### src/rtl/nand_setup_pkg.sv
package nand_setup_pkg;

    localparam int unsigned MAX_ENTRIES = 8;

    localparam logic [7:0] OP_READ_ID  = 8'h9F;
    localparam logic [7:0] OP_WR_ENA   = 8'h06;
    localparam logic [7:0] OP_GET_FEAT = 8'h0F;
    localparam logic [7:0] OP_SET_FEAT = 8'h1F;
    localparam logic [7:0] OP_RD_X1    = 8'h03;
    localparam logic [7:0] OP_RD_X4    = 8'h6B;
    localparam logic [7:0] OP_PG_X1    = 8'h02;
    localparam logic [7:0] OP_PG_X4    = 8'h32;
    localparam logic [7:0] FEAT_LOCK   = 8'hA0;
    localparam logic [7:0] QBIT_NONE   = 8'hFF;

    typedef struct packed {
        logic [15:0] id;
        logic        quad_rd;
        logic        quad_pg;
        logic [7:0]  qe_addr;
        logic [7:0]  qe_bit;
    } nand_entry_t;

    typedef enum logic [1:0] {
        STAT_BUSY  = 2'd0,
        STAT_OK    = 2'd1,
        STAT_NODEV = 2'd2,
        STAT_UNSUP = 2'd3
    } setup_status_e;

    typedef enum logic [3:0] {
        S_RDID, S_IDCHK, S_WREN_P, S_CLRP, S_QDEC,
        S_RDQE, S_QEVAL, S_WREN_Q, S_WRQE, S_WRAP, S_DONE
    } seq_state_e;

    typedef struct packed {
        logic [7:0] op;
        logic       addr_en;
        logic [7:0] addr;
        logic       wr_en;
        logic [7:0] wdata;
        logic [1:0] rd_len;
    } cmd_t;

    typedef struct packed {
        logic [2:0] rd_lanes;
        logic [7:0] rd_op;
        logic [2:0] pg_lanes;
        logic [7:0] pg_op;
    } mode_t;

    function automatic nand_entry_t make_entry(input logic [15:0] id, input logic qrd,
                                               input logic qpg, input logic [7:0] addr,
                                               input logic [7:0] bitx);
        nand_entry_t e;
        e.id      = id;
        e.quad_rd = qrd;
        e.quad_pg = qpg;
        e.qe_addr = addr;
        e.qe_bit  = bitx;
        return e;
    endfunction

    function automatic mode_t pick_mode(input logic quad_rd_on, input logic pg_cap);
        mode_t m;
        m.rd_lanes = quad_rd_on ? 3'd4 : 3'd1;
        m.rd_op    = quad_rd_on ? OP_RD_X4 : OP_RD_X1;
        m.pg_lanes = (quad_rd_on && pg_cap) ? 3'd4 : 3'd1;
        m.pg_op    = (quad_rd_on && pg_cap) ? OP_PG_X4 : OP_PG_X1;
        return m;
    endfunction

    localparam nand_entry_t [MAX_ENTRIES-1:0] DEFAULT_TABLE = {
        nand_entry_t'(0), nand_entry_t'(0), nand_entry_t'(0), nand_entry_t'(0),
        make_entry(16'h98C2, 1'b0, 1'b0, 8'hB0, QBIT_NONE),
        make_entry(16'h2C12, 1'b1, 1'b1, 8'hB0, 8'd0),
        make_entry(16'hEFAA, 1'b1, 1'b1, 8'hB0, QBIT_NONE),
        make_entry(16'hC8F1, 1'b1, 1'b1, 8'hB0, 8'd0)
    };

endpackage

### src/rtl/nand_id_lookup.sv
module nand_id_lookup
    import nand_setup_pkg::*;
#(
    parameter int unsigned N_ENTRIES = 4,
    parameter nand_entry_t [MAX_ENTRIES-1:0] ENTRY_TABLE = DEFAULT_TABLE
) (
    input  logic [15:0] key,
    output logic        hit,
    output nand_entry_t entry
);
    logic [MAX_ENTRIES-1:0] match;

    for (genvar g = 0; g < MAX_ENTRIES; g++) begin : g_slot
        if (g < N_ENTRIES) begin : g_live
            assign match[g] = (ENTRY_TABLE[g].id == key);
        end else begin : g_off
            assign match[g] = 1'b0;
        end
    end

    always_comb begin
        hit   = |match;
        entry = '0;
        for (int i = MAX_ENTRIES - 1; i >= 0; i--) begin
            if (match[i]) entry = ENTRY_TABLE[i];
        end
    end
endmodule

### src/rtl/nand_cmd_builder.sv
module nand_cmd_builder
    import nand_setup_pkg::*;
(
    input  seq_state_e  state,
    input  nand_entry_t entry,
    input  logic [7:0]  qe_val,
    output logic        is_cmd,
    output cmd_t        cmd
);
    logic [7:0] qe_mask;
    assign qe_mask = 8'h01 << entry.qe_bit[2:0];

    always_comb begin
        cmd    = '0;
        is_cmd = 1'b1;
        unique case (state)
            S_RDID: begin
                cmd.op      = OP_READ_ID;
                cmd.addr_en = 1'b1;
                cmd.addr    = 8'h00;
                cmd.rd_len  = 2'd3;
            end
            S_WREN_P, S_WREN_Q: cmd.op = OP_WR_ENA;
            S_CLRP: begin
                cmd.op      = OP_SET_FEAT;
                cmd.addr_en = 1'b1;
                cmd.addr    = FEAT_LOCK;
                cmd.wr_en   = 1'b1;
                cmd.wdata   = 8'h00;
            end
            S_RDQE: begin
                cmd.op      = OP_GET_FEAT;
                cmd.addr_en = 1'b1;
                cmd.addr    = entry.qe_addr;
                cmd.rd_len  = 2'd1;
            end
            S_WRQE: begin
                cmd.op      = OP_SET_FEAT;
                cmd.addr_en = 1'b1;
                cmd.addr    = entry.qe_addr;
                cmd.wr_en   = 1'b1;
                cmd.wdata   = qe_val | qe_mask;
            end
            default: is_cmd = 1'b0;
        endcase
    end
endmodule

### src/rtl/nand_setup_seq.sv
module nand_setup_seq
    import nand_setup_pkg::*;
#(
    parameter int unsigned N_ENTRIES = 4,
    parameter nand_entry_t [MAX_ENTRIES-1:0] ENTRY_TABLE = DEFAULT_TABLE
) (
    input  logic        clk,
    input  logic        rst,
    output logic        cmd_req,
    output logic [7:0]  cmd_op,
    output logic        cmd_addr_en,
    output logic [7:0]  cmd_addr,
    output logic        cmd_wr_en,
    output logic [7:0]  cmd_wdata,
    output logic [1:0]  cmd_rd_len,
    input  logic        cmd_ack,
    input  logic [23:0] cmd_rdata,
    output logic        setup_done,
    output logic [1:0]  setup_status,
    output logic [2:0]  rd_lanes,
    output logic [7:0]  rd_opcode,
    output logic [2:0]  pg_lanes,
    output logic [7:0]  pg_opcode
);
    seq_state_e    state;
    logic          gap;
    logic [15:0]   id_q;
    logic [7:0]    qe_val_q;
    logic          done_q;
    setup_status_e status_q;
    mode_t         mode_q;

    logic          hit;
    nand_entry_t   entry;
    logic          is_cmd;
    cmd_t          cmd;
    logic          fire;

    nand_id_lookup #(
        .N_ENTRIES  (N_ENTRIES),
        .ENTRY_TABLE(ENTRY_TABLE)
    ) u_lookup (
        .key  (id_q),
        .hit  (hit),
        .entry(entry)
    );

    nand_cmd_builder u_build (
        .state (state),
        .entry (entry),
        .qe_val(qe_val_q),
        .is_cmd(is_cmd),
        .cmd   (cmd)
    );

    assign cmd_req = is_cmd && !gap;
    assign fire    = cmd_req && cmd_ack;

    always_ff @(posedge clk) begin
        if (rst) begin
            state    <= S_RDID;
            gap      <= 1'b1;
            id_q     <= '0;
            qe_val_q <= '0;
            done_q   <= 1'b0;
            status_q <= STAT_BUSY;
            mode_q   <= pick_mode(1'b0, 1'b0);
        end else begin
            gap <= fire;
            unique case (state)
                S_RDID: if (fire) begin
                    id_q  <= cmd_rdata[23:8];
                    state <= S_IDCHK;
                end
                S_IDCHK: begin
                    if (id_q[15:8] == 8'hFF || id_q[15:8] == 8'h00) begin
                        state    <= S_DONE;
                        done_q   <= 1'b1;
                        status_q <= STAT_NODEV;
                    end else if (!hit) begin
                        state    <= S_DONE;
                        done_q   <= 1'b1;
                        status_q <= STAT_UNSUP;
                    end else begin
                        state <= S_WREN_P;
                    end
                end
                S_WREN_P: if (fire) state <= S_CLRP;
                S_CLRP:   if (fire) state <= S_QDEC;
                S_QDEC: begin
                    if (!entry.quad_rd || entry.qe_bit == QBIT_NONE) begin
                        state    <= S_DONE;
                        done_q   <= 1'b1;
                        status_q <= STAT_OK;
                        mode_q   <= pick_mode(entry.quad_rd, entry.quad_pg);
                    end else begin
                        state <= S_RDQE;
                    end
                end
                S_RDQE: if (fire) begin
                    qe_val_q <= cmd_rdata[7:0];
                    state    <= S_QEVAL;
                end
                S_QEVAL: begin
                    if (qe_val_q[entry.qe_bit[2:0]]) begin
                        state    <= S_DONE;
                        done_q   <= 1'b1;
                        status_q <= STAT_OK;
                        mode_q   <= pick_mode(1'b1, entry.quad_pg);
                    end else begin
                        state <= S_WREN_Q;
                    end
                end
                S_WREN_Q: if (fire) state <= S_WRQE;
                S_WRQE:   if (fire) state <= S_WRAP;
                S_WRAP: begin
                    state    <= S_DONE;
                    done_q   <= 1'b1;
                    status_q <= STAT_OK;
                    mode_q   <= pick_mode(1'b1, entry.quad_pg);
                end
                default: state <= S_DONE;
            endcase
        end
    end

    assign cmd_op       = cmd.op;
    assign cmd_addr_en  = cmd.addr_en;
    assign cmd_addr     = cmd.addr;
    assign cmd_wr_en    = cmd.wr_en;
    assign cmd_wdata    = cmd.wdata;
    assign cmd_rd_len   = cmd.rd_len;
    assign setup_done   = done_q;
    assign setup_status = status_q;
    assign rd_lanes     = mode_q.rd_lanes;
    assign rd_opcode    = mode_q.rd_op;
    assign pg_lanes     = mode_q.pg_lanes;
    assign pg_opcode    = mode_q.pg_op;
endmodule

### config.mk
export PLATFORM = sky130hd
export DESIGN_NAME = nand_setup_seq
export DESIGN_NICKNAME = d
export VERILOG_FILES = /design/src/rtl/nand_setup_pkg.sv /design/src/rtl/nand_id_lookup.sv /design/src/rtl/nand_cmd_builder.sv /design/src/rtl/nand_setup_seq.sv
export SDC_FILE = /design/constraint.sdc
export NUM_CORES = 1
export LEC_CHECK = 0
export BUFFER_PORTS_ARGS = -buffer_cell sky130_fd_sc_hd__buf_2
export CORE_ASPECT_RATIO = 1.25
export CORE_UTILIZATION = 55
export CTS_CLUSTER_SIZE = 8
export DETAILED_ROUTE_END_ITERATION = 6
export PLACE_DENSITY = 0.87
export SLEW_MARGIN = 20
export SYNTH_ARGS = -nofsm -noshare
export SYNTH_HDL_FRONTEND = slang
export SYNTH_HIERARCHICAL = 1
export SYNTH_SLANG_ARGS = --single-unit
### constraint.sdc
create_clock -name clk -period 6 [get_ports clk]
set_input_delay 0.3 -clock clk [delete_from_list [all_inputs] [get_ports clk]]
set_output_delay 0.3 -clock clk [all_outputs]
set_load 0.1 [all_outputs]
# Word-level counts from Yosys, hierarchy flattened
# Cells that the tools add are included.
[classes]
n_lt_le_gt_ge = 1
n_reduce_logical = 21
shifts = 1
eq_ne = 24
n_mux = 41
bitwise = 1
[op_table]
columns = ["op", "n"]
rows = [
  ["$pmux 22 s3", 1],
  ["$mux 18", 3],
  ["$eq 16x16->1 const A", 3],
  ["$mux 22", 2],
  ["$mux 4", 10],
  ["$pmux 4 s9", 1],
  ["$pmux 8 s4", 1],
  ["$pmux 9 s3", 1],
  ["$pmux 9 s2", 1],
  ["$eq 14x16->1 const A", 1],
  ["$eq 4x3->1 const B", 4],
  ["$eq 8x8->1 const B", 2],
  ["$mux 16", 1],
  ["$ne 2x2->1 const B", 8],
  ["$mux 6", 2],
  ["$mux 3", 3],
  ["$eq 4x2->1 const B", 2],
  ["$eq 4x4->1 const B", 2],
  ["$logic_not 8->1", 1],
  ["$mux 2", 4],
  ["$or 8x8->8", 1],
  ["$pmux 2 s4", 1],
  ["$shl 1x3->8 const A", 1],
  ["$mux 7", 1],
  ["other kinds (20)", 32],
]
[totals]
register_bits = 54
out_inout_bits = 54
wordCells = 99
in_bits = 27

# Depth between registers and ports, before layout
[depth]
word_depth = 9
ltp_mapped = 11
mapped_depth_nobuf = 9

# Cells and area by module
# Netlist, hierarchy kept.
[modules_own_cells]
columns = ["mod", "area_per_inst_um2", "seq_area_each_um2", "instances", "cells_per_inst"]
rows = [
  ["nand_setup_seq", 1737.9, 720.7, 1, 209],
  ["nand_id_lookup", 411.6, 0.0, 1, 57],
  ["nand_cmd_builder", 385.4, 0.0, 1, 62],
]

# Worst setup path before layout
# OpenSTA, ideal clock, no wires.
[synth_timing]
path_kind = "register -> output"
from = "register id_q[11]"
to = "output port cmd_addr[5]"
arrival_ns = 3.850
slack_ns = 1.850
required_ns = 5.700
stages_incl_launch_ff = 8
n_path_buf = 1
path_cell_list = "dfxtp_1 nand4b_1 or4_1 a21o_2 nand3_1 buf_4 inv_1 o32ai_1"
[synth_lines]
columns = ["element", "line", "rtl"]
rows = [
  ["start: declaration", "nand_setup_seq.sv:27", "logic [15:0] id_q;"],
  ["start signal: assignment", "nand_setup_seq.sv:72", "id_q <= cmd_rdata[23:8];"],
  ["end: declaration", "nand_setup_seq.sv:12", "output logic [7:0] cmd_addr,"],
]

==> impl_metrics.tcl <==
set metrics [dict create \
    num_rows 26 \
    place.gp.congestion 0.832 \
    hp-class "in2reg" \
    post_drt_wl_per_cell_um 12.0 \
    crit_arrival_ps 3950 \
    cts_buffers 5 \
    dp_hpwl_mm 3.34 \
    drtIter0Drc 57 \
    fp.dieArea_mm2 0.00472 \
    vias 2137 \
    yosys_warnings 6 \
    crit_path_max_fanout 28 \
    first_pass_iters 4 \
    ant_nets 0 \
    drive_gt1_frac 0.255 \
    antenna_cells 0 \
    rr_worst_depth 9 \
    tns_ps 0 \
    run_status "finished, final reports clean" \
    grt_max_degree 34 \
    clock_skew_ps 6.59 \
    cts-hold-fix-buffers 0 \
    clockBufferDepth 2 \
    p_leak_nw 1.14 \
    postCtsSetupBuffers 0 \
    power_density_mw_per_mm2 234 \
    max_freq_mhz 263 \
    port_buffers 60 \
    path_clk_slew_ps 70 \
    slowest_stage "mux4_1" \
    clock_sinks 36 \
    grt.total_usage 0.226 \
    max_slew_margin 0.359 \
    period_share 0.634 \
    crit_path_end_kind "flip-flop" \
    hold_violations 0 \
    fin_nets 368 \
    cts_tree "built" \
    grt_pass1_wl_mm 8.34 \
    whs_path_depth 3 \
    cts_resized 0 \
    die_h_um 76.5 \
    post-place-ws_ps 2260 \
    maxCapViolations 0 \
    antenna_found_initial 0 \
    crit_chain "nand4b_1, or4_1, a21o_2, inv_1, mux4_1, mux2_4, and3_4, nor4_1, a22oi_1" \
    critical_path_class "reg2reg" \
    cts_root_buf "clkbuf_8" \
    layout_common_cells "buf_2 (60), nand2_1 (39), dfxtp_1 (36)" \
    pin_count 81 \
    start_util 0.587 \
    htreeDepth 2 \
    finalWorstSetupSlack_ps 2190 \
    slew_violations 0 \
    setup_viol 0 \
    via_per_inst 5.38 \
    crit_required_ps 6140 \
    layout_commonest_cell "buf_2" \
    grt_setup_unrepaired "false" \
    critical-path-max-stage-delay_ps 630 \
    grt_pass1_vias 1964 \
    worst_slew_pin_slew_ps 968 \
    ir_drop_uv 169 \
    syn_inst 312 \
    core_mm2 0.00416 \
    insertion_delay_ps 290 \
    area_growth_pct 6.09 \
    period_needed_ps 3810 \
    drt_wl_total_mm 4.76 \
    netlist_area_mm2 0.00244 \
    die_x_um 61.6 \
    gr-total-overflow 0 \
    drc 0 \
    postSynthAreaPerCell_um2 7.83 \
    start_kind "flip-flop" \
]
==> registers in the layout (all words and copies together) (netlist names) <==
signal        cells
gap               1
id_q             16
pg_lanes          1
pg_opcode         1
qe_val_q          8
rd_lanes          1
rd_opcode         1
setup_done        1
setup_status      2
state             4
==> final timing paths <==
kind                 from          end  slack [ps]
max              id_q[11]  pg_lanes[0]        2190
min reg2reg   rd_lanes[0]  rd_lanes[0]         440
min          cmd_rdata[9]      id_q[1]         250
max reg2reg      id_q[11]  pg_lanes[0]        2190
==> report_power, final <==
group | internal, W | total [W] | switching (W) | leakage [nW]
Sequential | 0.000248 | 0.000262 | 0.0000139 | 0.292
Clock | 0.0000785 | 0.000163 | 0.0000841 | 0.0400
Combinational | 0.0000324 | 0.000183 | 0.000151 | 0.812
==> metrics by stage <==
step                      instance area [um^2]  hold WS [ps]   util  power [W]  std cells
after floorplan                           2500           436      -   0.000439        328
after global placement                    2510           433  0.603   0.000447        390
after detailed placement                  2510           433  0.603   0.000450        390
after CTS                                 2590           240  0.623   0.000610        397
after global routing                      2590           233  0.623   0.000638        397
final                                     2590           247  0.623   0.000607        397
==> critical path, delay by kind of cell (launching register included) <==
family,cells,cell delay (ps)
simple gates,4,1390
mux,2,930
compound gates,2,350
buf+inv,1,520
flops,1,470
==> metal layers <==
| layer | track usage | vias to the layer above | share of wire | routed length, um |
|---|---|---|---|---|
| li1 | - | 1090 | - | - |
| met1 | 0.261 | 968 | 0.44 | 2070 |
| met2 | 0.385 | 68 | 0.49 | 2350 |
| met3 | 0.0526 | 11 | 0.049 | 235 |
| met4 | 0.0933 | 0 | 0.019 | 92 |
| met5 | 0 | - | 0 | 0 |
==> layout make-up <==
class | instances | area, um^2
clock buffer | 5 | 68.8
clock inverter | 2 | 12.5
fill | 386 | 1570
inverter | 11 | 41.3
multi-input combinational | 227 | 1380
sequential | 36 | 721
tap | 56 | 70.1
timing repair buffer | 60 | 300
No activity file was read; power rests on OpenSTA's default activity.
